File: config.mk
export PLATFORM = sky130hd
export DESIGN_NAME = cfgacc
export DESIGN_NICKNAME = d
export VERILOG_FILES = /design/src/rtl/cfgacc_pkg.sv /design/src/rtl/cfgacc_regs.sv /design/src/rtl/cfgacc_seq.sv /design/src/rtl/cfgacc_rdport.sv /design/src/rtl/cfgacc.sv
export SDC_FILE = /design/constraint.sdc
export NUM_CORES = 1
export LEC_CHECK = 0
export ABC_CLOCK_PERIOD_IN_PS = 2100
export BUFFER_PORTS_ARGS = -buffer_cell sky130_fd_sc_hd__buf_4
export CAP_MARGIN = 20
export CORE_MARGIN = 3
export CORE_UTILIZATION = 53
export DETAILED_ROUTE_END_ITERATION = 12
export PLACE_DENSITY_LB_ADDON = 0.2
export RECOVER_POWER = 25
export REMOVE_ABC_BUFFERS = 1
export SLEW_MARGIN = 20
export SYNTH_ARGS = -nofsm -noshare
export SYNTH_HDL_FRONTEND = slang
export SYNTH_SLANG_ARGS = --single-unit
File: constraint.sdc
create_clock -name clk -period 2.1 [get_ports clk]
set_input_delay 0.42 -clock clk [delete_from_list [all_inputs] [get_ports clk]]
set_output_delay 0.42 -clock clk [all_outputs]
set_load 0.03 [all_outputs]
File: src/rtl/cfgacc_pkg.sv
package cfgacc_pkg;

  localparam int unsigned CFG_DW = 32;

  // control and error bit positions decoded by software
  localparam int unsigned EN_BIT   = 31;
  localparam int unsigned TYPE_BIT = 8;
  localparam int unsigned UR_BIT   = 4;

  typedef enum logic [1:0] {
    SEL_ADDR = 2'd0,
    SEL_CTRL = 2'd1,
    SEL_DATA = 2'd2,
    SEL_ERR  = 2'd3
  } sel_e;

  typedef enum logic [1:0] {
    ST_IDLE = 2'd0,
    ST_REQ  = 2'd1,
    ST_WAIT = 2'd2
  } seq_st_e;

endpackage

File: src/rtl/cfgacc_regs.sv
module cfgacc_regs
  import cfgacc_pkg::*;
#(
  parameter int unsigned BUS_W = 8,
  parameter int unsigned DEV_W = 5,
  parameter int unsigned FN_W  = 3,
  parameter int unsigned REG_W = 10
) (
  input  logic              clk,
  input  logic              rst,
  input  logic              wr_en,
  input  sel_e              sel,
  input  logic [CFG_DW-1:0] wdata,
  input  logic              fin,
  input  logic              fin_rd,
  input  logic              fin_ur,
  input  logic [CFG_DW-1:0] fin_data,
  output logic [CFG_DW-1:0] addr_q,
  output logic              ctrl_en,
  output logic              ctrl_t1,
  output logic              err_ur,
  output logic [CFG_DW-1:0] rd_word
);

  localparam int unsigned FN_LSB  = CFG_DW - BUS_W - DEV_W - FN_W;
  localparam int unsigned REG_MSB = REG_W + 1;

  // bits of the target word that are stored; the rest read as zero
  logic [CFG_DW-1:0] keep_mask;

  genvar gb;
  generate
    for (gb = 0; gb < CFG_DW; gb++) begin : g_mask
      if (gb >= FN_LSB || (gb >= 2 && gb <= REG_MSB)) begin : g_keep
        assign keep_mask[gb] = 1'b1;
      end else begin : g_drop
        assign keep_mask[gb] = 1'b0;
      end
    end
  endgenerate

  logic [CFG_DW-1:0] addr_r;
  logic [CFG_DW-1:0] data_r;
  logic              en_r;
  logic              t1_r;
  logic              ur_r;

  always_ff @(posedge clk) begin
    if (rst) begin
      addr_r <= '0;
      data_r <= '0;
      en_r   <= 1'b0;
      t1_r   <= 1'b0;
      ur_r   <= 1'b0;
    end else begin
      if (wr_en) begin
        unique case (sel)
          SEL_ADDR: addr_r <= wdata & keep_mask;
          SEL_CTRL: begin
            en_r <= wdata[EN_BIT];
            t1_r <= wdata[TYPE_BIT];
          end
          SEL_DATA: data_r <= wdata;
          SEL_ERR:  if (wdata[UR_BIT]) ur_r <= 1'b0;
          default:  ;
        endcase
      end
      // completion results; register writes are blocked while one is pending
      if (fin_rd) data_r <= fin_data;
      if (fin && fin_ur) ur_r <= 1'b1;
    end
  end

  always_comb begin
    rd_word = '0;
    unique case (sel)
      SEL_ADDR: rd_word = addr_r;
      SEL_CTRL: begin
        rd_word[EN_BIT]   = en_r;
        rd_word[TYPE_BIT] = t1_r;
      end
      SEL_DATA: rd_word = data_r;
      SEL_ERR:  rd_word[UR_BIT] = ur_r;
      default:  rd_word = '0;
    endcase
  end

  assign addr_q  = addr_r;
  assign ctrl_en = en_r;
  assign ctrl_t1 = t1_r;
  assign err_ur  = ur_r;

endmodule

File: src/rtl/cfgacc_seq.sv
module cfgacc_seq
  import cfgacc_pkg::*;
#(
  parameter int unsigned BUS_W = 8,
  parameter int unsigned DEV_W = 5,
  parameter int unsigned FN_W  = 3,
  parameter int unsigned REG_W = 10
) (
  input  logic              clk,
  input  logic              rst,
  input  logic              start,
  input  logic              start_wr,
  input  logic              start_t1,
  input  logic [CFG_DW-1:0] addr_word,
  input  logic [CFG_DW-1:0] wdata,
  input  logic              req_ready,
  input  logic              cpl_valid,
  input  logic              cpl_ur,
  input  logic [CFG_DW-1:0] cpl_data,
  output logic              busy,
  output logic              req_valid,
  output logic              req_write,
  output logic              req_type1,
  output logic [BUS_W-1:0]  req_bus,
  output logic [DEV_W-1:0]  req_dev,
  output logic [FN_W-1:0]   req_fn,
  output logic [REG_W-1:0]  req_reg,
  output logic [CFG_DW-1:0] req_wdata,
  output logic              fin,
  output logic              fin_rd,
  output logic              fin_ur,
  output logic [CFG_DW-1:0] fin_data
);

  localparam int unsigned BUS_LSB = CFG_DW - BUS_W;
  localparam int unsigned DEV_LSB = BUS_LSB - DEV_W;
  localparam int unsigned FN_LSB  = DEV_LSB - FN_W;

  seq_st_e           st_q;
  logic              wr_q;
  logic              t1_q;
  logic [BUS_W-1:0]  bus_q;
  logic [DEV_W-1:0]  dev_q;
  logic [FN_W-1:0]   fn_q;
  logic [REG_W-1:0]  reg_q;
  logic [CFG_DW-1:0] wd_q;

  // the two byte-select bits and the gap above the register number are
  // never part of a request
  logic unused_addr;
  assign unused_addr = ^{addr_word[1:0], addr_word[FN_LSB-1:REG_W+2]};

  always_ff @(posedge clk) begin
    if (rst) begin
      st_q  <= ST_IDLE;
      wr_q  <= 1'b0;
      t1_q  <= 1'b0;
      bus_q <= '0;
      dev_q <= '0;
      fn_q  <= '0;
      reg_q <= '0;
      wd_q  <= '0;
    end else begin
      unique case (st_q)
        ST_IDLE: begin
          if (start) begin
            wr_q  <= start_wr;
            t1_q  <= start_t1;
            bus_q <= addr_word[BUS_LSB +: BUS_W];
            dev_q <= addr_word[DEV_LSB +: DEV_W];
            fn_q  <= addr_word[FN_LSB +: FN_W];
            reg_q <= addr_word[2 +: REG_W];
            wd_q  <= wdata;
            st_q  <= ST_REQ;
          end
        end
        ST_REQ: begin
          if (req_ready) st_q <= ST_WAIT;
        end
        ST_WAIT: begin
          if (cpl_valid) st_q <= ST_IDLE;
        end
        default: st_q <= ST_IDLE;
      endcase
    end
  end

  assign busy      = (st_q != ST_IDLE);
  assign req_valid = (st_q == ST_REQ);
  assign req_write = wr_q;
  assign req_type1 = t1_q;
  assign req_bus   = bus_q;
  assign req_dev   = dev_q;
  assign req_fn    = fn_q;
  assign req_reg   = reg_q;
  assign req_wdata = wd_q;

  // completion is only taken once the request has been accepted
  assign fin      = (st_q == ST_WAIT) && cpl_valid;
  assign fin_rd   = fin && !wr_q;
  assign fin_ur   = fin && cpl_ur;
  assign fin_data = cpl_ur ? {CFG_DW{1'b1}} : cpl_data;

endmodule

File: src/rtl/cfgacc_rdport.sv
module cfgacc_rdport
  import cfgacc_pkg::*;
(
  input  logic              clk,
  input  logic              rst,
  input  logic              rd_acc,
  input  logic [CFG_DW-1:0] rd_word,
  input  logic              fin_rd,
  input  logic [CFG_DW-1:0] fin_data,
  output logic              rvalid,
  output logic [CFG_DW-1:0] rdata
);

  always_ff @(posedge clk) begin
    if (rst) begin
      rvalid <= 1'b0;
      rdata  <= '0;
    end else begin
      rvalid <= fin_rd || rd_acc;
      if (fin_rd) begin
        rdata <= fin_data;
      end else if (rd_acc) begin
        rdata <= rd_word;
      end
    end
  end

endmodule

File: src/rtl/cfgacc.sv
module cfgacc
  import cfgacc_pkg::*;
#(
  parameter int unsigned BUS_W = 8,
  parameter int unsigned DEV_W = 5,
  parameter int unsigned FN_W  = 3,
  parameter int unsigned REG_W = 10
) (
  input  logic              clk,
  input  logic              rst,
  input  logic              sw_en,
  input  logic              sw_we,
  input  logic [1:0]        sw_sel,
  input  logic [CFG_DW-1:0] sw_wdata,
  output logic [CFG_DW-1:0] sw_rdata,
  output logic              sw_rvalid,
  output logic              sw_busy,
  output logic              req_valid,
  input  logic              req_ready,
  output logic              req_write,
  output logic              req_type1,
  output logic [BUS_W-1:0]  req_bus,
  output logic [DEV_W-1:0]  req_dev,
  output logic [FN_W-1:0]   req_fn,
  output logic [REG_W-1:0]  req_reg,
  output logic [CFG_DW-1:0] req_wdata,
  input  logic              cpl_valid,
  input  logic              cpl_ur,
  input  logic [CFG_DW-1:0] cpl_data
);

  sel_e              sel;
  logic              acc;
  logic              launch;
  logic              rd_acc;
  logic [CFG_DW-1:0] addr_q;
  logic              ctrl_en;
  logic              ctrl_t1;
  logic              err_ur;
  logic [CFG_DW-1:0] rd_word;
  logic              fin;
  logic              fin_rd;
  logic              fin_ur;
  logic [CFG_DW-1:0] fin_data;

  assign sel    = sel_e'(sw_sel);
  // accesses are turned away while a request is outstanding
  assign acc    = sw_en && !sw_busy;
  assign launch = acc && ctrl_en && (sel == SEL_DATA);
  assign rd_acc = acc && !sw_we && !launch;

  cfgacc_regs #(
    .BUS_W(BUS_W), .DEV_W(DEV_W), .FN_W(FN_W), .REG_W(REG_W)
  ) u_regs (
    .clk      (clk),
    .rst      (rst),
    .wr_en    (acc && sw_we),
    .sel      (sel),
    .wdata    (sw_wdata),
    .fin      (fin),
    .fin_rd   (fin_rd),
    .fin_ur   (fin_ur),
    .fin_data (fin_data),
    .addr_q   (addr_q),
    .ctrl_en  (ctrl_en),
    .ctrl_t1  (ctrl_t1),
    .err_ur   (err_ur),
    .rd_word  (rd_word)
  );

  cfgacc_seq #(
    .BUS_W(BUS_W), .DEV_W(DEV_W), .FN_W(FN_W), .REG_W(REG_W)
  ) u_seq (
    .clk       (clk),
    .rst       (rst),
    .start     (launch),
    .start_wr  (sw_we),
    .start_t1  (ctrl_t1),
    .addr_word (addr_q),
    .wdata     (sw_wdata),
    .req_ready (req_ready),
    .cpl_valid (cpl_valid),
    .cpl_ur    (cpl_ur),
    .cpl_data  (cpl_data),
    .busy      (sw_busy),
    .req_valid (req_valid),
    .req_write (req_write),
    .req_type1 (req_type1),
    .req_bus   (req_bus),
    .req_dev   (req_dev),
    .req_fn    (req_fn),
    .req_reg   (req_reg),
    .req_wdata (req_wdata),
    .fin       (fin),
    .fin_rd    (fin_rd),
    .fin_ur    (fin_ur),
    .fin_data  (fin_data)
  );

  cfgacc_rdport u_rdport (
    .clk      (clk),
    .rst      (rst),
    .rd_acc   (rd_acc),
    .rd_word  (rd_word),
    .fin_rd   (fin_rd),
    .fin_data (fin_data),
    .rvalid   (sw_rvalid),
    .rdata    (sw_rdata)
  );

endmodule

==> flow_metrics.env, run 1 <==
export IMPL_end_kind="register"
export IMPL_clk_pin_slew_worst_paths_ns=0.06
export IMPL_route_final_wire_length_microns=22550
export IMPL_hp_class="in2reg"
export IMPL_dpl_hpwl_microns=14260
export IMPL_average_wire_length_per_cell_after_detail_routing_microns=20.39
export IMPL_ctsRootBufferMaster="sky130_fd_sc_hd__clkbuf_16"
export IMPL_placement_rows=40
export IMPL_design_final_nets=998
export IMPL_ys_ff_latch=156
export IMPL_layout_cells_non_filler=1106
export IMPL_ys_async_sr_fraction_pct=0
export IMPL_postPlaceCellArea_sq_mm=0.008317
export IMPL_post_cts_setup_buffer_count=0
export IMPL_cts_tree="done"
export IMPL_post_synth_instance_area_sq_mm=0.006844
export IMPL_cap_violations=0
export IMPL_post_route_period_util_pct=94.08
export IMPL_worst_ir_drop_vdd_mv=0.4831
export IMPL_final_layout_size_suffix_gt1_share_pct=19.83
export IMPL_setup_viol=0
export IMPL_slew_headroom_pct=62.41
export IMPL_io_pins=168
export IMPL_setup_repair_after_global_routing_missed_its_margin="true"
export IMPL_antenna_found_initial=0
export IMPL_detailroute_via_count=7183
export IMPL_synth_commonest_cells="156 x sky130_fd_sc_hd__dfxtp_1, 110 x sky130_fd_sc_hd__o21ai_0, 105 x sky130_fd_sc_hd__a21oi_1"
export IMPL_grt_overflow=0
export IMPL_maxSlewViolCount=0
export IMPL_synth_top_flop_cell="sky130_fd_sc_hd__dfxtp_1"
export IMPL_die_boundary_height_microns=119.6
export IMPL_yosys_top_cells_area="sky130_fd_sc_hd__dfxtp_1 46%, sky130_fd_sc_hd__o21ai_0 8.0%, sky130_fd_sc_hd__a21oi_1 7.7%, sky130_fd_sc_hd__nand3_1 6.4%, sky130_fd_sc_hd__clkbuf_1 4.5%"
export IMPL_finClkSkew_ns=0.005810
export IMPL_cp_required_ns=2.38
export IMPL_buffer_ports_inserted=167
export IMPL_drtIter0Drc=894
export IMPL_grt_pass1_wl_microns=35310
export IMPL_placed_cells_incl_taps=1074
export IMPL_dieWidth_microns=119.6
export IMPL_clk_insertion_delay_late_ns=0.43
export IMPL_antenna_viol_nets_final=0
export IMPL_yosysSeqAreaShare_pct=45.63
export IMPL_crit_arrival_ns=2.26
export IMPL_global_route_usage_total_pct=30.36
export IMPL_synth_enable_flop_cells=0
export IMPL_synthDominantCellAreaShare_pct=45.63
export IMPL_floorplan_core_area_sq_mm=0.01231
export IMPL_layout_filler_cells=1025
export IMPL_cts_sink_count=156
export IMPL_htree_num_levels=4
export IMPL_netlist_instances=804
export IMPL_detail_route_first_pass_iterations=6
export IMPL_die_area_sq_mm=0.01431
export IMPL_path_class="reg2reg"
export IMPL_stdcell_area_sq_mm=0.008693
export IMPL_max_clock_freq_mhz=506.1
export IMPL_worstSetupStartpointType="register"
export IMPL_worst_slew_pin_slew_ns=0.5638
export IMPL_timing_final_hold_violations=0
export IMPL_p_leak_nw=3.216
export IMPL_grt_start_max_net_pins=74
export IMPL_synth_warnings=0
export IMPL_cts_root_to_sink_buffers=2
export IMPL_synth_cell_type_count=44
export IMPL_cts_inserted_buffers=17
export IMPL_yosys_cell_count_top_type="sky130_fd_sc_hd__dfxtp_1"
export IMPL_status="finished clean"
export IMPL_vias_in_the_first_global_route=6940
export IMPL_yosys_area_top_type="sky130_fd_sc_hd__dfxtp_1"
export IMPL_place_congestion=0.8770
export IMPL_cellPowerDensity_mw_per_mm2=795.3
export IMPL_antennaDiodeCount=0
export IMPL_route_detailed_vias_per_inst=6.495
export IMPL_areaGrowthSynthToFinish_pct=27.02
export IMPL_avgSynthCellArea_sq_um=8.513
export IMPL_cp_max_fo=73
export IMPL_starting_density_of_the_core_pct=55.59
export IMPL_route_detailed_drc=0
export IMPL_final_min_clock_period_ns=1.976
[placed cells by master, fill, tap and decap left out, types with 23 or more instances in the layout]
cell	synthesis	routed
sky130_fd_sc_hd__nor2_1	32	31
sky130_fd_sc_hd__nand3_1	87	87
sky130_fd_sc_hd__clkbuf_1	82	63
sky130_fd_sc_hd__buf_4	0	135
sky130_fd_sc_hd__mux2i_1	25	25
sky130_fd_sc_hd__o21ai_0	110	110
sky130_fd_sc_hd__a31oi_1	32	32
sky130_fd_sc_hd__dfxtp_1	156	156
sky130_fd_sc_hd__a211oi_1	23	23
sky130_fd_sc_hd__a21oi_1	105	105
[power by group]
group | internal (mW) | switching (mW) | leakage [nW]
sequential | 3.02 | 0.0413 | 1.26
combinational | 0.270 | 0.438 | 1.67
clock | 1.92 | 1.22 | 0.281
total | 5.21 | 1.70 | 3.22
[repair_timing]
item	4_1_cts	5_1_grt
hold buffers	0	0
endpoints found under the setup margin	0	2
resized for setup	0	2
[layout make-up]
class                      count  area, sq um  share of cell area (%)
sequential                   156         3123                   35.92
inverter                       1        3.754                 0.04318
clock buffer                  21        460.4                   5.296
tap                          168        210.2                   2.418
timing repair buffer         204         1403                   16.13
multi-input combinational    545         3351                   38.54
clock inverter                11        142.6                   1.641
[layer usage]
metal / share of wire [%] / vias to the layer above / track usage [%]
met5: 0 / - / 0
met4: 2.9 / 0 / 13.10
met3: 8.8 / 60 / 7.163
met2: 48 / 400 / 50.67
met1: 41 / 3460 / 37.54
li1: - / 3263 / -
[final timing paths]
kind	slack, ns	cells past startpoint	endpoint	from
worst max register to register	0.12	5	u_rdport.rdata[16]	u_seq.st_q[0]
worst max-delay path	0.12	5	u_rdport.rdata[16]	u_seq.st_q[0]
worst min-delay path	0.24	3	u_seq.st_q[1]	req_ready
worst min register to register	0.47	2	u_seq.req_type1	u_seq.req_type1
[kinds of logic (layout without fill, tap and decap cells)]
group	count (synthesis)	count (layout)	share of synthesized area, %
multiplexers	26	26	3.821
flip-flops	156	156	45.63
AND/OR/NAND/NOR	163	163	12.60
buffers and inverters	103	237	6.197
AO/OA/AOI/OAI	356	356	31.76
[worst max-delay path: stages, from the launching register on]
cell	delay, ns
sky130_fd_sc_hd__dfxtp_1	0.37
sky130_fd_sc_hd__buf_4	0.18
sky130_fd_sc_hd__nor4bb_4	0.33
sky130_fd_sc_hd__buf_12	0.32
sky130_fd_sc_hd__nor2_1	0.10
sky130_fd_sc_hd__a2111oi_1	0.47
[metrics by stage]
step | power [mW] | setup WS (ns) | hold WS, ns | util, % | TNS (ns)
finish | 6.914 | 0.1242 | 0.2446 | 70.61 | 0
global route | 7.087 | -0.02251 | 0.2553 | 70.61 | -0.02251
CTS | 6.911 | 0.08257 | 0.2365 | 72.45 | 0
detailed placement | 3.822 | 0.2031 | 0.4681 | 67.55 | 0
global placement | 3.803 | 0.3062 | 0.4595 | 67.55 | 0
floorplan | 3.398 | -4.207 | 0.4440 | - | -467.41
Note: power is estimated with default switching activity, not from simulation.
==> run 2, diff against run 1 <==
==> constraint.sdc (replaced) <==
create_clock -name clk -period 2.1 [get_ports clk]
set_input_delay 0.105 -clock clk [delete_from_list [all_inputs] [get_ports clk]]
set_output_delay 0.105 -clock clk [all_outputs]
set_load 0.03 [all_outputs]
==> run 2 against run 1 <==
Sequential power barely moved. Die area unchanged. Via count rose by 2.6%. Utilization up 1.8 points. Worst hold slack lost 0.24 ns. Combinational power grew 6.5%. Sequential cell count unchanged. Final cell count rose by 2.7%. Largest cell class unchanged. Highest routed layer unchanged.
==> flow_metrics.env, run 2 (synthesized netlist as in run 1, its figures left out) <==
export IMPL_setup_viol=0
export IMPL_detail_route_first_pass_iterations=7
export IMPL_route_final_wire_length_microns=23190
export IMPL_vias_in_the_first_global_route=7127
export IMPL_max_clock_freq_mhz=488.9
export IMPL_stdcell_area_sq_mm=0.008912
export IMPL_die_boundary_height_microns=119.6
export IMPL_final_util_pct=72.39
export IMPL_cp_required_ns=2.38
export IMPL_most_common_cell_after_layout_fill_and_taps_aside="sky130_fd_sc_hd__dfxtp_1"
export IMPL_cap_violations=0
export IMPL_tns_ns=0
export IMPL_p_leak_nw=3.304
export IMPL_design_final_nets=1031
export IMPL_worstSetupStartpointType="register"
export IMPL_worst_r2r_path_depth=5
export IMPL_slew_headroom_pct=61.97
export IMPL_drtIter0Drc=932
export IMPL_route_detailed_vias_per_inst=6.490
export IMPL_worst_slew_pin_slew_ns=0.5704
export IMPL_final_min_clock_period_ns=2.046
export IMPL_route_detailed_drc=0
export IMPL_cts_sink_count=156
export IMPL_end_kind="register"
export IMPL_leading_cell_types_in_the_layout_fill_and_taps_excluded="156 x sky130_fd_sc_hd__dfxtp_1, 132 x sky130_fd_sc_hd__buf_4, 110 x sky130_fd_sc_hd__o21ai_0, 105 x sky130_fd_sc_hd__a21oi_1, 87 x sky130_fd_sc_hd__nand3_1"
export IMPL_path_class="reg2reg"
export IMPL_starting_density_of_the_core_pct=55.59
export IMPL_post_cts_setup_buffer_count=0
export IMPL_setup_repair_after_global_routing_missed_its_margin="false"
export IMPL_areaGrowthSynthToFinish_pct=30.22
export IMPL_antenna_viol_nets_final=0
export IMPL_io_pins=168
export IMPL_cp_max_fo=37
export IMPL_place_congestion=0.8230
export IMPL_ctsRootBufferMaster="sky130_fd_sc_hd__clkbuf_16"
export IMPL_placed_cells_incl_taps=1069
export IMPL_cts_root_to_sink_buffers=2
export IMPL_dpl_hpwl_microns=13980
export IMPL_maxSlewViolCount=0
export IMPL_layout_cells_non_filler=1136
export IMPL_grt_overflow=0
export IMPL_clk_pin_slew_worst_paths_ns=0.06
export IMPL_antennaDiodeCount=0
export IMPL_post_route_period_util_pct=97.41
export IMPL_die_area_sq_mm=0.01431
export IMPL_detailroute_via_count=7373
export IMPL_placement_rows=40
export IMPL_htree_num_levels=4
export IMPL_clk_insertion_delay_late_ns=0.42
export IMPL_global_route_usage_total_pct=30.94
export IMPL_cts_tree="done"
export IMPL_cts_inserted_buffers=17
export IMPL_postPlaceCellArea_sq_mm=0.008242
export IMPL_status="finished clean"
export IMPL_cellPowerDensity_mw_per_mm2=735.1
export IMPL_worst_ir_drop_vdd_mv=0.5743
export IMPL_grt_pass1_wl_microns=35910
export IMPL_totalPowerFinal_mw=6.552
export IMPL_antenna_found_initial=0
export IMPL_finClkSkew_ns=0.003421
export IMPL_dieWidth_microns=119.6
export IMPL_grt_start_max_net_pins=74
export IMPL_buffer_ports_inserted=167
export IMPL_floorplan_core_area_sq_mm=0.01231
export IMPL_final_layout_size_suffix_gt1_share_pct=17.98
export IMPL_average_wire_length_per_cell_after_detail_routing_microns=20.42
export IMPL_timing_final_hold_violations=0
export IMPL_worstHoldPathCells=3
export IMPL_crit_arrival_ns=2.33
export IMPL_hp_class="in2reg"
==> run 2: cell count changes in the layout (fill, tap and decap cells not counted), sizes merged <==
cell         previous run  this run
bufinv                  3         0
clkbuf                 82        90
clkinv                  3         2
dlygate4sd3             0        37
clkinvlp                5         0
buf                   143       137
==> run 2: per-stage QoR <==
step           setup slack [ns]  hold slack [ns]
2_1_floorplan            -4.207           0.1741
3_3_place_gp             0.3460           0.3520
3_5_place_dp             0.1637           0.3571
4_1_cts                  0.1527      0.000003691
5_1_grt                 0.01151          0.01960
6_report                0.05449         0.008945
==> run 2: area by class of cell <==
class                           instances  area, sq um
Timing Repair Buffer                  237         1710
Inverter                                1        3.754
Tap cell                              168        210.2
Sequential cell                       156         3123
Multi-Input combinational cell        545         3352
Fill cell                             999         3400
Clock buffer                           27        503.0
Clock inverter                          2        10.01
==> run 2: routing by layer <==
layer | vias to the layer above | global-route usage [%] | part of all wire [%]
li1 | 3327 | - | -
met1 | 3527 | 37.85 | 40
met2 | 454 | 51.91 | 48
met3 | 65 | 7.352 | 9.0
met4 | 0 | 13.67 | 2.8
met5 | - | 0 | 0
==> run 2: critical path, cell delays in order (launching register included) <==
cell and delay, ns:
sky130_fd_sc_hd__dfxtp_1 0.44, sky130_fd_sc_hd__buf_4 0.21, sky130_fd_sc_hd__nor4bb_4 0.37, sky130_fd_sc_hd__clkbuf_16 0.33, sky130_fd_sc_hd__nor2_1 0.06, sky130_fd_sc_hd__a2111oi_0 0.46
==> run 2: final timing paths <==
kind	from	end	slack (ns)
worst min-delay path	cpl_data[22]	u_regs.data_r[22]	0.009
worst min register to register	u_seq.req_wdata[8]	u_seq.req_wdata[8]	0.47
worst max-delay path	u_seq.st_q[1]	u_rdport.rdata[7]	0.05
worst max register to register	u_seq.st_q[1]	u_rdport.rdata[7]	0.05
==> run 2: what timing repair did <==
item	in CTS	in global routing
hold endpoints to repair	67	0
hold buffers	37	0
gates resized for setup	0	4
endpoints found under the setup margin	0	2
==> run 2: report_power, final <==
part / switching (mW) / internal, mW / total, mW
clock network: 1.12 / 1.61 / 2.74
registers: 0.0404 / 3.02 / 3.06
logic: 0.449 / 0.306 / 0.754
total: 1.61 / 4.94 / 6.55
